**config.mk**
```make
export PLATFORM = sky130hd
export DESIGN_NAME = spi_stream_port
export DESIGN_NICKNAME = d
export VERILOG_FILES = /design/src/rtl/spi_stream_pkg.sv /design/src/rtl/spi_pin_sync.sv /design/src/rtl/spi_byte_engine.sv /design/src/rtl/spi_ff_filter.sv /design/src/rtl/spi_stream_port.sv
export SDC_FILE = /design/constraint.sdc
export NUM_CORES = 1
export LEC_CHECK = 0
export CAP_MARGIN = 20
export CELL_PAD_IN_SITES_DETAIL_PLACEMENT = 1
export CELL_PAD_IN_SITES_GLOBAL_PLACEMENT = 1
export CORE_ASPECT_RATIO = 1.4
export CORE_MARGIN = 2
export CORE_UTILIZATION = 45
export DETAILED_ROUTE_END_ITERATION = 16
export MAX_ROUTING_LAYER = met4
export PLACE_DENSITY = 0.8
export SYNTH_ARGS = -nofsm -noshare
export SYNTH_HDL_FRONTEND = slang
export SYNTH_SLANG_ARGS = --single-unit
```
**constraint.sdc**
```tcl
create_clock -name clk -period 4.3 [get_ports clk]
set_clock_uncertainty 0.1 [all_clocks]
set_input_delay 0.86 -clock clk [delete_from_list [all_inputs] [get_ports clk]]
set_output_delay 0.86 -clock clk [all_outputs]
set_load 0.02 [all_outputs]
```
**src/rtl/spi_stream_pkg.sv**
```systemverilog
package spi_stream_pkg;
  typedef logic [7:0] byte_t;
  localparam byte_t FILL_BYTE = 8'hFF;
endpackage

```
**src/rtl/spi_pin_sync.sv**
```systemverilog
module spi_pin_sync #(
  parameter int W = 1,
  parameter logic [W-1:0] RST_VAL = '0
) (
  input  logic         clk,
  input  logic         rst_n,
  input  logic [W-1:0] async_i,
  output logic [W-1:0] sync_o
);
  logic [W-1:0] meta_q;

  always_ff @(posedge clk or negedge rst_n) begin
    if (!rst_n) begin
      meta_q <= RST_VAL;
      sync_o <= RST_VAL;
    end else begin
      meta_q <= async_i;
      sync_o <= meta_q;
    end
  end
endmodule

```
**src/rtl/spi_byte_engine.sv**
```systemverilog
module spi_byte_engine
  import spi_stream_pkg::*;
#(
  parameter int BYTE_W = 8
) (
  input  logic  clk,
  input  logic  rst_n,
  input  logic  sclk_s,
  input  logic  mosi_s,
  input  logic  cs_n_s,
  input  logic  out_valid,
  input  byte_t out_data,
  output logic  out_ready,
  output logic  miso,
  output logic  rx_valid,
  output byte_t rx_byte
);
  localparam int CNT_W = $clog2(BYTE_W);
  localparam logic [CNT_W-1:0] LAST_BIT = CNT_W'(BYTE_W - 1);

  logic             sclk_d, cs_act_d;
  logic [CNT_W-1:0] bit_pos;
  logic [6:0]       rx_sr;
  byte_t            tx_sr;
  logic             tx_owned;

  logic cs_act, sclk_rise, sclk_fall, cs_start;
  assign cs_act    = !cs_n_s;
  assign sclk_rise = cs_act && sclk_s && !sclk_d;
  assign sclk_fall = cs_act && !sclk_s && sclk_d;
  assign cs_start  = cs_act && !cs_act_d;
  assign miso      = cs_act ? tx_sr[7] : 1'b1;

  always_ff @(posedge clk or negedge rst_n) begin
    if (!rst_n) begin
      sclk_d    <= 1'b0;
      cs_act_d  <= 1'b0;
      bit_pos   <= '0;
      rx_sr     <= '0;
      tx_sr     <= FILL_BYTE;
      tx_owned  <= 1'b0;
      out_ready <= 1'b0;
      rx_valid  <= 1'b0;
      rx_byte   <= '0;
    end else begin
      sclk_d    <= sclk_s;
      cs_act_d  <= cs_act;
      out_ready <= 1'b0;
      rx_valid  <= 1'b0;
      if (!cs_act) begin
        bit_pos  <= '0;
        tx_sr    <= FILL_BYTE;
        tx_owned <= 1'b0;
      end else if (cs_start) begin
        tx_sr    <= out_valid ? out_data : FILL_BYTE;
        tx_owned <= out_valid;
      end else begin
        if (sclk_rise) begin
          rx_sr   <= {rx_sr[5:0], mosi_s};
          bit_pos <= bit_pos + 1'b1;
          if (bit_pos == LAST_BIT) begin
            rx_valid <= 1'b1;
            rx_byte  <= {rx_sr, mosi_s};
          end
          if (bit_pos == '0 && tx_owned) begin
            out_ready <= 1'b1;
            tx_owned  <= 1'b0;
          end
        end
        if (sclk_fall) begin
          if (bit_pos == '0) begin
            tx_sr    <= out_valid ? out_data : FILL_BYTE;
            tx_owned <= out_valid;
          end else begin
            tx_sr <= {tx_sr[6:0], 1'b1};
          end
        end
      end
    end
  end


  pop_needs_valid_chk: assert property (@(posedge clk) disable iff (!rst_n)
    out_ready |-> out_valid);

  pop_single_chk: assert property (@(posedge clk) disable iff (!rst_n)
    out_ready |=> !out_ready);
endmodule

```
**src/rtl/spi_ff_filter.sv**
```systemverilog
module spi_ff_filter
  import spi_stream_pkg::*;
#(
  parameter int RUN_LIMIT = 50
) (
  input  logic  clk,
  input  logic  rst_n,
  input  logic  byte_valid,
  input  byte_t byte_in,
  output logic  fwd_valid,
  output byte_t fwd_byte
);
  localparam int RUN_W = $clog2(RUN_LIMIT + 1);
  localparam logic [RUN_W-1:0] LIMIT = RUN_W'(RUN_LIMIT);

  logic [RUN_W-1:0] run_q;
  logic             is_fill;
  assign is_fill = (byte_in == FILL_BYTE);

  always_ff @(posedge clk or negedge rst_n) begin
    if (!rst_n) begin
      run_q     <= '0;
      fwd_valid <= 1'b0;
      fwd_byte  <= '0;
    end else begin
      fwd_valid <= 1'b0;
      if (byte_valid) begin
        if (!is_fill) begin
          run_q     <= '0;
          fwd_valid <= 1'b1;
          fwd_byte  <= byte_in;
        end else if (run_q != LIMIT) begin
          run_q     <= run_q + 1'b1;
          fwd_valid <= 1'b1;
          fwd_byte  <= byte_in;
        end
      end
    end
  end


  run_bound_chk: assert property (@(posedge clk) disable iff (!rst_n)
    run_q <= LIMIT);

  fill_block_chk: assert property (@(posedge clk) disable iff (!rst_n)
    (byte_valid && is_fill && run_q == LIMIT) |=> !fwd_valid);
endmodule

```
**src/rtl/spi_stream_port.sv**
```systemverilog
module spi_stream_port
  import spi_stream_pkg::*;
#(
  parameter int RUN_LIMIT = 50
) (
  input  logic       clk,
  input  logic       rst_n,
  input  logic       spi_sclk,
  input  logic       spi_mosi,
  input  logic       spi_cs_n,
  output logic       spi_miso,
  input  logic       out_valid,
  input  logic [7:0] out_data,
  output logic       out_ready,
  output logic       in_valid,
  output logic [7:0] in_data,
  input  logic       in_ready
);
  logic [2:0] pins_s;
  logic       rx_valid, fwd_valid;
  byte_t      rx_byte, fwd_byte;

  spi_pin_sync #(.W(3), .RST_VAL(3'b110)) u_sync (
    .clk(clk), .rst_n(rst_n),
    .async_i({spi_cs_n, spi_mosi, spi_sclk}),
    .sync_o(pins_s)
  );

  spi_byte_engine #(.BYTE_W(8)) u_engine (
    .clk(clk), .rst_n(rst_n),
    .sclk_s(pins_s[0]), .mosi_s(pins_s[1]), .cs_n_s(pins_s[2]),
    .out_valid(out_valid), .out_data(out_data), .out_ready(out_ready),
    .miso(spi_miso), .rx_valid(rx_valid), .rx_byte(rx_byte)
  );

  spi_ff_filter #(.RUN_LIMIT(RUN_LIMIT)) u_filter (
    .clk(clk), .rst_n(rst_n),
    .byte_valid(rx_valid), .byte_in(rx_byte),
    .fwd_valid(fwd_valid), .fwd_byte(fwd_byte)
  );

  always_ff @(posedge clk or negedge rst_n) begin
    if (!rst_n) begin
      in_valid <= 1'b0;
      in_data  <= '0;
    end else if (fwd_valid && (!in_valid || in_ready)) begin
      in_valid <= 1'b1;
      in_data  <= fwd_byte;
    end else if (in_ready) begin
      in_valid <= 1'b0;
    end
  end


  in_hold_chk: assert property (@(posedge clk) disable iff (!rst_n)
    (in_valid && !in_ready) |=> (in_valid && $stable(in_data)));
endmodule

```
### Word level (Yosys, flattened, before mapping)

Index checks and enable logic that the tools add are counted.

* memories kept: 0
* register bits: 61
* bits in latches: 0
* input port bits: 15
* bits in writable memories: 0
* memory bits (read-only): 0
* output and inout bits: 11

* reduce and logical (&&, ||, !) cells: 21
* eq/ne operators: 5
* bitwise logic cells: 2
* magnitude comparators: 0
* add/subtract/negate cells: 2
* shifts and indexed selects: 0
* multiplexer cells: 32
* divide/modulo/power cells: 0
* $mul: 0

Operators with widths (count)
* 2-to-1 mux 8 bit: 7
* 2-to-1 mux 1 bit: 20
* 2-to-1 mux 6 bit: 2
* 2-to-1 mux 3 bit: 3
* == test 8 bit, second input constant: 1
* logical AND 1 bit: 7
* adder 6 x 1 -> 6 bit, second input constant: 1
* != test 6 bit, second input constant: 1
* logical NOT 1 bit: 5
* != test 2 bit, second input constant: 2
* AND reduction 2 bit: 2
* AND reduction 4 bit: 1
* nonzero test 2 bit: 2
* adder 3 x 1 -> 3 bit, second input constant: 1
* == test 3 bit, second input constant: 1
* logical NOT 3 bit: 1
* AND reduction 3 bit: 1
* nonzero test 3 bit: 1
* inverter 1 bit: 2
* logical OR 1 bit: 1

### Logic depth before layout (Yosys ltp)

Gate-level depths: netlist of the first run.

* depth in word-level cells: 8
* gate-level depth with buffers: 7
* depth with buffers taken out: 6

### Cells and area by module

A second synthesis of the first run with hierarchy kept.

* cell total of the unflattened synthesis: 196
* area, all modules: 2693.8 sq um

Modules (own cells, without submodules)
* spi_byte_engine: cells an instance 113, area each 1445.1 sq um, seq. area each 785.8 sq um, times used 1
* spi_ff_filter: cells an instance 57, area each 715.7 sq um, seq. area each 375.4 sq um, times used 1
* spi_stream_port: cells an instance 20, area each 377.9 sq um, seq. area each 225.2 sq um, times used 1
* spi_pin_sync: cells an instance 6, area each 155.1 sq um, seq. area each 155.1 sq um, times used 1

### Worst setup path after synthesis of the first run

OpenSTA, ideal clock, no wires.

* path type: register to register
* from: reg u_filter.run_q[0]
* to: reg u_filter.fwd_byte[0]
* path buffers: 1
* stages on the path, launching flop included: 7
* data arrival time: 1815 ps
* slack: 2260 ps
* cells stage by stage: dfrtp_1 inv_1 ha_1 or3b_4 o41ai_4 buf_6 mux2_4

* word-level cells in the longest chain between the ends: 3

Ends and longest elaborated chain
* start, declared: line spi_ff_filter.sv:16 `logic [RUN_W-1:0] run_q;`
* start signal, assigned: line spi_ff_filter.sv:33 `run_q <= run_q + 1'b1;`
* != test 6 bit: line spi_ff_filter.sv:32 `end else if (run_q != LIMIT) begin`
* != test 2 bit (no line)
* AND reduction 2 bit (no line)
* end signal, assigned: line spi_ff_filter.sv:31 `fwd_byte <= byte_in;`
* end signal, assigned: line spi_ff_filter.sv:35 `fwd_byte <= byte_in;`
* end, declared: line spi_ff_filter.sv:11 `output byte_t fwd_byte`

Every way passes these cells.
A chain may end at the register's enable or synchronous reset.

### Worst setup path in the final report of the first run

* from: reg u_sync.sync_o[2]
* to: out spi_miso

* word-level cells in the longest chain between the ends: 1

Ends and longest elaborated chain
* start, declared: line spi_pin_sync.sv:8 `output logic [W-1:0] sync_o`
* start signal, assigned: line spi_pin_sync.sv:18 `sync_o <= meta_q;`
* 2-to-1 mux 1 bit: line spi_byte_engine.sv:32 `assign miso = cs_act ? tx_sr[7] : 1'b1;`
* end, declared: line spi_stream_port.sv:11 `output logic spi_miso,`

Every way passes these cells.

==> metrics.txt, run 1 <==
status=completed; slowest cell on the critical path=dfstp_2; worst min path class=flop to flop; total track usage=18.2%; Die Y=93.7 µm; clk root buf=clkbuf_8; met2 WL=2500 µm; layout net count=247; Final min period=2760 ps; post-synthesis sequential area ratio=59.6%; Largest stage delay, worst path=700 ps; Port Buffers=25; total number of vias=1,614; DRT met1 WL=1940 µm; most frequent cells in the layout=49 x dfrtp_1, 24 x mux2_2, 24 x clkdlybuf4s50_1; Min-Delay Endpoint=u_sync.sync_o[2]; standard-cell rows=32; crit path launch type=flop; max-cap viol count=0; Pwr Total=1180 µW; vias in the first global route=1,778; post-route setup slack=1540 ps; DRT Wirelength=4730 µm; Worst EP arrival=1800 ps; Core Region=5530 µm²; clock edge transition at the registers on the reported setup and hold paths=60 ps; worst skew pair latency=340 ps; area grow syn2layout=19.2%; Die W=68.1 µm; placed inst area=2900 µm²; Syn Std Cell Area=2580 µm²; total grt overflow=0; CP top delay family=flip-flops; maximum clock path buffer count=2; Post-CTS Hold Buffers=0; Ports=26; CP max FO=15; pin count of the biggest net entering global routing=36; worst path cell trace=or2_2 > clkdlybuf4s50_1; depth of the worst register-to-register path=5; post-DP HPWL=3280 µm; worst path bufs/invs=1; Detailed Route Iter0 Violations=69; #FFs+latches synth=61; DRC Markers=0; Max Freq=363 MHz; Slew @ Worst Pin=917 ps; FF-to-FF End=u_filter.fwd_byte[7]; final max-slew violation count=0; CTS resizes=0; Via-to-Cell Ratio=5.38; Place WS=1830 ps; fin cells=300; Avg Inst Size Synth=13.3 µm²; Design Area, Final=3080 µm²; cts bufs inserted=9; Total Die Area=6380 µm²; Detailed Routing Iterations Pass 1=4; clock sinks=61; share of cells above drive strength 1=27.6%; setup_tns=0 ps; n_diodes=0; LEAKAGE=0.00141 µW; RSZ-0062 raised after global routing=false; Yosys cell types=33; Pwr Density=384 nW/µm²; Starting Density=46.8%; Final Hold Fails=0; WP data required=3340 ps; final antenna-violating net count=0; final setup violation count=0; Setup Buffers After CTS=0; dpl cells=284; syn nets=215; synth warn=0; Met3 Routed Length=163 µm; FF-to-FF setup slack=1800 ps; wire per inst=15.8 µm; CP Capture Type=primary output; CTS tree=yes; Worst IR Drop VDD=200 µV; FF-to-FF Start=u_filter.run_q[0]; most common cell after layout, fill and taps aside=dfrtp_1; part of the cycle the worst path needs=64.1%; gp weighted congestion=0.747; hold path cells=0; hold_sp=u_sync.meta_q[2]; critical path type=flop to primary output; first-pass GRT wire length=8160 µm; Syn Inst Count=195; max layer used=met4; initial antenna violation count=0; htree depth=3; Rel. slew slack=38.6%
==> routing by layer <==
| layer | up-vias | global-route usage (%) |
|---|---|---|
| met2 | 34 | 30.7 |
| met3 | 11 | 5.04 |
| met4 | 0 | 10.0 |
| met5 | - | - |
| met1 | 817 | 18.6 |
| li1 | 752 | - |
==> worst max-delay path by stage <==
stage / from / to / cells after the start
after CTS: u_sync.sync_o[2] / spi_miso / 2
final: u_sync.sync_o[2] / spi_miso / 2
after floorplan: u_filter.run_q[0] / u_filter.fwd_byte[0] / 6
after global routing: u_sync.sync_o[2] / spi_miso / 2
after global placement: u_filter.run_q[0] / u_filter.fwd_byte[7] / 5
after detailed placement: u_filter.run_q[0] / u_filter.fwd_byte[7] / 5
==> cells in the mapped netlist <==
cell type | number | share of area [%]
buf_6 | 1 | 0.44
o41ai_4 | 1 | 1.1
nor2b_1 | 2 | 0.48
nand2_2 | 1 | 0.24
nand3b_1 | 1 | 0.29
o31ai_1 | 4 | 1.2
a32oi_1 | 1 | 0.34
nand2b_1 | 12 | 2.9
inv_1 | 7 | 1.0
nor3b_1 | 1 | 0.29
or2_2 | 1 | 0.24
mux2_2 | 24 | 10
nand4_1 | 3 | 0.73
and2_1 | 1 | 0.24
o21ai_0 | 13 | 2.5
o32ai_1 | 1 | 0.34
xnor2_1 | 1 | 0.34
and3_1 | 2 | 0.48
ha_1 | 5 | 2.4
nor4b_1 | 1 | 0.34
o211ai_1 | 1 | 0.29
nor2_2 | 2 | 0.48
dfstp_2 | 12 | 12
a21oi_1 | 8 | 1.5
clkbuf_1 | 4 | 0.58
mux2_4 | 7 | 4.1
dfrtp_1 | 49 | 47
mux2i_1 | 9 | 3.5
xor2_1 | 1 | 0.34
or3b_4 | 1 | 0.44
nand3_1 | 4 | 0.77
nand2_1 | 8 | 1.2
nor2_1 | 6 | 0.87
==> registers in the layout (all words and copies together), names as in the netlist, 6 cells and up <==
register and count:
u_engine.rx_sr 7, u_engine.tx_sr 8, in_data 8, u_filter.fwd_byte 8, u_engine.rx_byte 8, u_filter.run_q 6
==> logic make-up after synthesis <==
family          after synthesis  share of synthesized area (%)
flops                        61                           59.6
simple gates                 46                           9.97
mux                          40                           18.0
compound gates               29                           7.26
buf+inv                      12                           2.03
fa+ha+maj                     5                           2.42
xor+xnor                      2                          0.678
==> area by class of cell <==
type,instances,area [µm²]
fill,583,2440
sequential,61,1540
multi-input combinational,122,991
timing repair buffer,26,253
clock buffer,12,135
tap,68,85.1
clock inverter,4,50.0
inverter,7,26.3
==> report_power, final <==
part / internal, µW / leakage (µW) / switching, µW
logic: 38.6 / 0.000530 / 33.1
registers: 608 / 0.000794 / 21.3
clock network: 267 / 0.0000866 / 214
total: 913 / 0.00141 / 269
==> through the flow <==
step                util, %  hold WS (ps)
finish                 55.8           256
global route           55.8           261
CTS                    55.8           254
detailed placement     52.4           249
global placement       52.4           233
floorplan                 -           231
Note: power is estimated with default switching activity, not from simulation.
==> run 2: changes to the inputs <==
--- a/config.mk
+++ b/config.mk
@@ -10,10 +10,10 @@
 export CELL_PAD_IN_SITES_GLOBAL_PLACEMENT = 1
 export CORE_ASPECT_RATIO = 1.4
 export CORE_MARGIN = 2
-export CORE_UTILIZATION = 45
+export CORE_UTILIZATION = 41
 export DETAILED_ROUTE_END_ITERATION = 16
 export MAX_ROUTING_LAYER = met4
-export PLACE_DENSITY = 0.8
+export PLACE_DENSITY = 0.77
 export SYNTH_ARGS = -nofsm -noshare
 export SYNTH_HDL_FRONTEND = slang
 export SYNTH_SLANG_ARGS = --single-unit
==> constraint.sdc (replaced) <==
create_clock -name clk -period 2.4 [get_ports clk]
set_clock_uncertainty 0.1 [all_clocks]
set_input_delay 0.48 -clock clk [delete_from_list [all_inputs] [get_ports clk]]
set_output_delay 0.48 -clock clk [all_outputs]
set_load 0.02 [all_outputs]
==> run 2 against run 1 <==
Combinational power rose by 90%. Total power is 82% higher. Register-to-register slack worse by 1600 ps. Critical path type is now flop to flop. Largest cell class unchanged. Highest routed layer unchanged.
==> metrics.txt, run 2 (synthesis results as in run 1) <==
Die W=71.1 µm (was 68.1 µm); maximum clock path buffer count=2 (unchanged); Setup Buffers After CTS=0 (unchanged); RSZ-0062 raised after global routing=false (unchanged); Worst EP arrival=2340 ps (was 1800 ps); Post-CTS Hold Buffers=0 (unchanged); initial antenna violation count=0 (unchanged); total track usage=15.6% (was 18.2%); Largest stage delay, worst path=440 ps (was 700 ps); worst skew pair latency=340 ps (about the same); CP top delay family=flip-flops (unchanged); Port Buffers=25 (unchanged); pin count of the biggest net entering global routing=36 (unchanged); DRT Wirelength=4540 µm (was 4730 µm); post-DP HPWL=3270 µm (was 3280 µm); Final min period=2220 ps; n_diodes=0 (unchanged); CP Capture Type=flop (was primary output); WP data required=2520 ps (was 3340 ps); wire per inst=14.8 µm (was 15.8 µm); Max Freq=451 MHz; Final Hold Fails=0 (unchanged); Pwr Density=687 nW/µm² (was 384 nW/µm²); slowest cell on the critical path=dfrtp_1 (was dfstp_2); part of the cycle the worst path needs=92.3%; Design Area, Final=3140 µm² (was 3080 µm²); max-cap viol count=0 (unchanged); standard-cell rows=34 (was 32); FF-to-FF End=u_filter.fwd_byte[7] (unchanged); Ports=26 (unchanged); first-pass GRT wire length=8200 µm (was 8160 µm); setup_tns=0 ps (unchanged); Total Die Area=6960 µm² (was 6380 µm²); layout net count=250 (was 247); Worst IR Drop VDD=465 µV (was 200 µV); FF-to-FF setup slack=180 ps (was 1800 ps); critical path type=flop to flop (was flop to primary output); CTS resizes=0 (unchanged); total number of vias=1,575 (was 1,614); worst min path class=primary input to async pin (was flop to flop); cts bufs inserted=9 (unchanged); area grow syn2layout=21.5% (was 19.2%); Die Y=98.0 µm (was 93.7 µm); crit path launch type=flop (unchanged); placed inst area=2950 µm² (was 2900 µm²); DRC Markers=0 (unchanged); depth of the worst register-to-register path=6 (was 5); total grt overflow=0 (unchanged); clock edge transition at the registers on the reported setup and hold paths=70 ps (was 60 ps); Starting Density=41.9% (was 46.8%); LEAKAGE=0.00145 µW (was 0.00141 µW); final max-slew violation count=0 (unchanged); status=completed (unchanged); worst path bufs/invs=2 (was 1); htree depth=3 (unchanged); clk root buf=clkbuf_8 (unchanged); gp weighted congestion=0.693 (was 0.747); CP max FO=9 (was 15); Via-to-Cell Ratio=5.13 (was 5.38); CTS tree=yes (unchanged); final setup violation count=0 (unchanged); Detailed Route Iter0 Violations=54 (was 69); Detailed Routing Iterations Pass 1=4 (unchanged); worst path cell trace=inv_1 > ha_1 > or3b_4 > o41ai_4 > buf_12 > mux2_2 (was or2_2 > clkdlybuf4s50_1); FILL cells=627 (was 583); most frequent cells in the layout=49 x dfrtp_1, 24 x mux2_2, 24 x clkdlybuf4s50_1 (unchanged); most common cell after layout, fill and taps aside=dfrtp_1 (unchanged); clock sinks=61 (unchanged); Core Region=6170 µm² (was 5530 µm²); share of cells above drive strength 1=29.4% (was 27.6%); final antenna-violating net count=0 (unchanged); FF-to-FF Start=u_filter.run_q[0] (unchanged); Slew @ Worst Pin=614 ps (was 917 ps); Rel. slew slack=59.0% (was 38.6%); vias in the first global route=1,768 (was 1,778)
==> run 2: cell types whose count changed in the layout (fill, tap and decap cells not counted), sizes merged <==
cell / before / now
clkinv: 1 / 4
clkinvlp: 2 / 0
buf: 2 / 5
clkbuf: 12 / 11
==> run 2: through the flow <==
stage               cells  hold slack [ps]  power, µW  utilization, %  worst slack [ps]
finish                307             48.2       2160            50.9               184
CTS                   307             50.7       2200            50.9               176
floorplan             195             84.4       1200               -               360
detailed placement    291              237       1280            47.8               197
global route          307             74.7       2260            50.9               111
global placement      291              232       1270            47.8               250
==> run 2: how the worst max path moves through the flow <==
stage	from	to	depth (start not counted)
3_3_place_gp	u_filter.run_q[0]	u_filter.fwd_byte[7]	6
3_5_place_dp	u_filter.run_q[0]	u_filter.fwd_byte[7]	6
6_report	u_filter.run_q[0]	u_filter.fwd_byte[7]	6
4_1_cts	u_filter.run_q[0]	u_filter.fwd_byte[7]	6
5_1_grt	u_filter.run_q[0]	u_filter.fwd_byte[7]	6
2_1_floorplan	u_filter.run_q[0]	u_filter.fwd_byte[0]	6
==> run 2: area by class of cell <==
cell class              instances  area [µm²]  area share (%)
multi-input cells             122         991            31.6
clock buffers                  11         141            4.50
inverters                       7        26.3           0.837
repair buffers                 29         300            9.56
well taps                      72        90.1            2.87
flip-flops and latches         61        1540            49.1
clock inverters                 5        50.0            1.59
==> run 2: per-layer routing <==
layer  routed length [µm]  track usage [%]  up-vias
met2                 2390             25.6       34
met1                 1850             17.2      785
li1                     -                -      749
met3                  184             4.75        7
met4                  114             7.40        0
met5                    0                -        -
==> run 2: power by group <==
group	internal (µW)	switching, µW
Clock	501	396
Combinational	73.0	63.3
Sequential	1090	35.7
Total	1660	495
==> run 3: changes to the inputs <==
--- a/config.mk
+++ b/config.mk
@@ -11,9 +11,10 @@
 export CORE_ASPECT_RATIO = 1.4
 export CORE_MARGIN = 2
 export CORE_UTILIZATION = 41
+export CTS_CLUSTER_SIZE = 16
 export DETAILED_ROUTE_END_ITERATION = 16
 export MAX_ROUTING_LAYER = met4
-export PLACE_DENSITY = 0.77
+export PLACE_DENSITY = 0.75
 export SYNTH_ARGS = -nofsm -noshare
 export SYNTH_HDL_FRONTEND = slang
 export SYNTH_SLANG_ARGS = --single-unit
==> constraint.sdc (replaced) <==
create_clock -name clk -period 2.4 [get_ports clk]
set_clock_uncertainty 0.1 [all_clocks]
set_input_delay 0.24 -clock clk [delete_from_list [all_inputs] [get_ports clk]]
set_output_delay 0.24 -clock clk [all_outputs]
set_load 0.02 [all_outputs]
==> run 3 against run 2 <==
Sequential share of layout area is 0.47 points higher. Combinational power fell by 3%. Fmax decreased by 0.49%. Non-clock buffer count stayed put. Clock-buffer cell count stayed put. Utilization is 0.49 points lower. Critical endpoint unchanged. Largest cell class unchanged. Highest routed layer unchanged.
==> metrics.txt, run 3 (synthesis results as in run 1) <==
wire per inst=14.3 µm (was 14.8 µm); vias in the first global route=1,679 (was 1,768); Die Y=98.0 µm (unchanged); gp weighted congestion=0.687 (was 0.693); worst path bufs/invs=2 (unchanged); FF-to-FF Start=u_filter.run_q[0] (unchanged); cts bufs inserted=9 (unchanged); clock sinks=61 (unchanged); layout net count=250 (unchanged); FF-to-FF setup slack=170 ps (was 180 ps); Total Die Area=6960 µm² (unchanged); Max Freq=449 MHz (was 451 MHz); Via-to-Cell Ratio=5.25 (was 5.13); initial antenna violation count=0 (unchanged); crit path launch type=flop (unchanged); FILL cells=661 (was 627); area grow syn2layout=20.3% (was 21.5%); depth of the worst register-to-register path=6 (unchanged); Final Hold Fails=0 (unchanged); LEAKAGE=0.00143 µW (was 0.00145 µW); setup_tns=0 ps (unchanged); Final min period=2230 ps (was 2220 ps); max-cap viol count=0 (unchanged); FF-to-FF End=u_filter.fwd_byte[7] (unchanged); Rel. slew slack=58.5% (was 59.0%); maximum clock path buffer count=2 (unchanged); CP max FO=9 (unchanged); most frequent cells in the layout=49 x dfrtp_1, 24 x mux2_2, 24 x clkdlybuf4s50_1 (unchanged); Worst EP arrival=2340 ps (about the same); status=completed (unchanged); WP data required=2510 ps (was 2520 ps); first-pass GRT wire length=7860 µm (was 8200 µm); Pwr Density=643 nW/µm² (was 687 nW/µm²); htree depth=3 (unchanged); DRC Markers=0 (unchanged); part of the cycle the worst path needs=92.8% (was 92.3%); total grt overflow=0 (unchanged); critical path type=flop to flop (unchanged); most common cell after layout, fill and taps aside=dfrtp_1 (unchanged); Detailed Route Iter0 Violations=62 (was 54); Detailed Routing Iterations Pass 1=3 (was 4); Worst IR Drop VDD=396 µV (was 465 µV); DRT Wirelength=4390 µm (was 4540 µm); n_diodes=0 (unchanged); post-DP HPWL=3160 µm (was 3270 µm); Port Buffers=25 (unchanged); clk root buf=clkbuf_8 (unchanged); CTS tree=yes (unchanged); CP Capture Type=flop (unchanged); standard-cell rows=34 (unchanged); Setup Buffers After CTS=0 (unchanged); Pwr Total=2000 µW (was 2160 µW); Ports=26 (unchanged); hold_sp=spi_mosi; Slew @ Worst Pin=622 ps (was 614 ps); final setup violation count=0 (unchanged); share of cells above drive strength 1=28.5% (was 29.4%); total track usage=14.8% (was 15.6%); slowest cell on the critical path=o41ai_4 (was dfrtp_1); final max-slew violation count=0 (unchanged); Min-Delay Endpoint=u_sync.meta_q[1]; RSZ-0062 raised after global routing=false (unchanged); worst min path class=primary input to flop (was primary input to async pin); clock edge transition at the registers on the reported setup and hold paths=70 ps (about the same); worst path cell trace=inv_1 > ha_1 > or3b_4 > o41ai_4 > buf_12 > mux2_2 (unchanged); hold path cells=1; worst skew pair latency=330 ps (was 340 ps); Starting Density=41.9% (unchanged); pin count of the biggest net entering global routing=36 (unchanged); CP top delay family=compound AO/OA/AOI/OAI gates (was flip-flops); total number of vias=1,612 (was 1,575); Core Region=6170 µm² (unchanged); Largest stage delay, worst path=460 ps (was 440 ps); final antenna-violating net count=0 (unchanged); Die W=71.1 µm (unchanged)
-- run 3: worst max-delay path by stage --
stage,start,end,slack (ps),cells past startpoint
floorplan,u_filter.run_q[0],u_filter.fwd_byte[0],360,6
global placement,u_filter.run_q[0],u_filter.fwd_byte[7],250,6
detailed placement,u_filter.run_q[0],u_filter.fwd_byte[7],170,6
CTS,u_filter.run_q[0],u_filter.fwd_byte[7],160,6
global route,u_filter.run_q[0],u_filter.fwd_byte[7],80,6
finish,u_filter.run_q[0],u_filter.fwd_byte[7],170,6
-- run 3: what timing repair did --
action | 4_1_cts | 5_1_grt
gates resized for setup | 0 | 0
hold endpoints to repair | 24 | 0
hold buffers | 1 | 0
-- run 3: final cells by class --
type,count,area (µm²),share of cell area [%]
Timing Repair Buffer,29,303,9.73
Tap cell,72,90.1,2.90
Multi-Input combinational cell,122,991,31.9
Clock inverter,5,27.5,0.885
Clock buffer,11,131,4.22
Sequential cell,61,1540,49.6
Inverter,7,26.3,0.845
-- run 3: per-layer routing --
metal	track usage, %	share of wire (%)	up-vias
met5	-	0	-
met1	16.2	41	816
met2	24.7	53	30
li1	-	-	755
met4	8.27	2.6	0
met3	3.10	3.3	11
-- run 3: metrics by stage --
step / std cells / hold WS (ps) / setup WS, ps / utilization, % / instance area [µm²]
after floorplan: 195 / -156 / 360 / - / 2580
after global placement: 290 / 188 / 245 / 47.7 / 2940
after detailed placement: 290 / 195 / 172 / 47.7 / 2940
after CTS: 307 / 198 / 163 / 50.4 / 3110
after global routing: 307 / 197 / 81.2 / 50.4 / 3110
final: 307 / 213 / 174 / 50.4 / 3110
-- run 3: power by group --
group | switching [µW] | internal [µW] | leakage, µW
registers | 36.4 | 1090 | 0.000794
clock network | 376 | 367 | 0.0000829
logic | 59.1 | 73.0 | 0.000554
total | 472 | 1530 | 0.00143
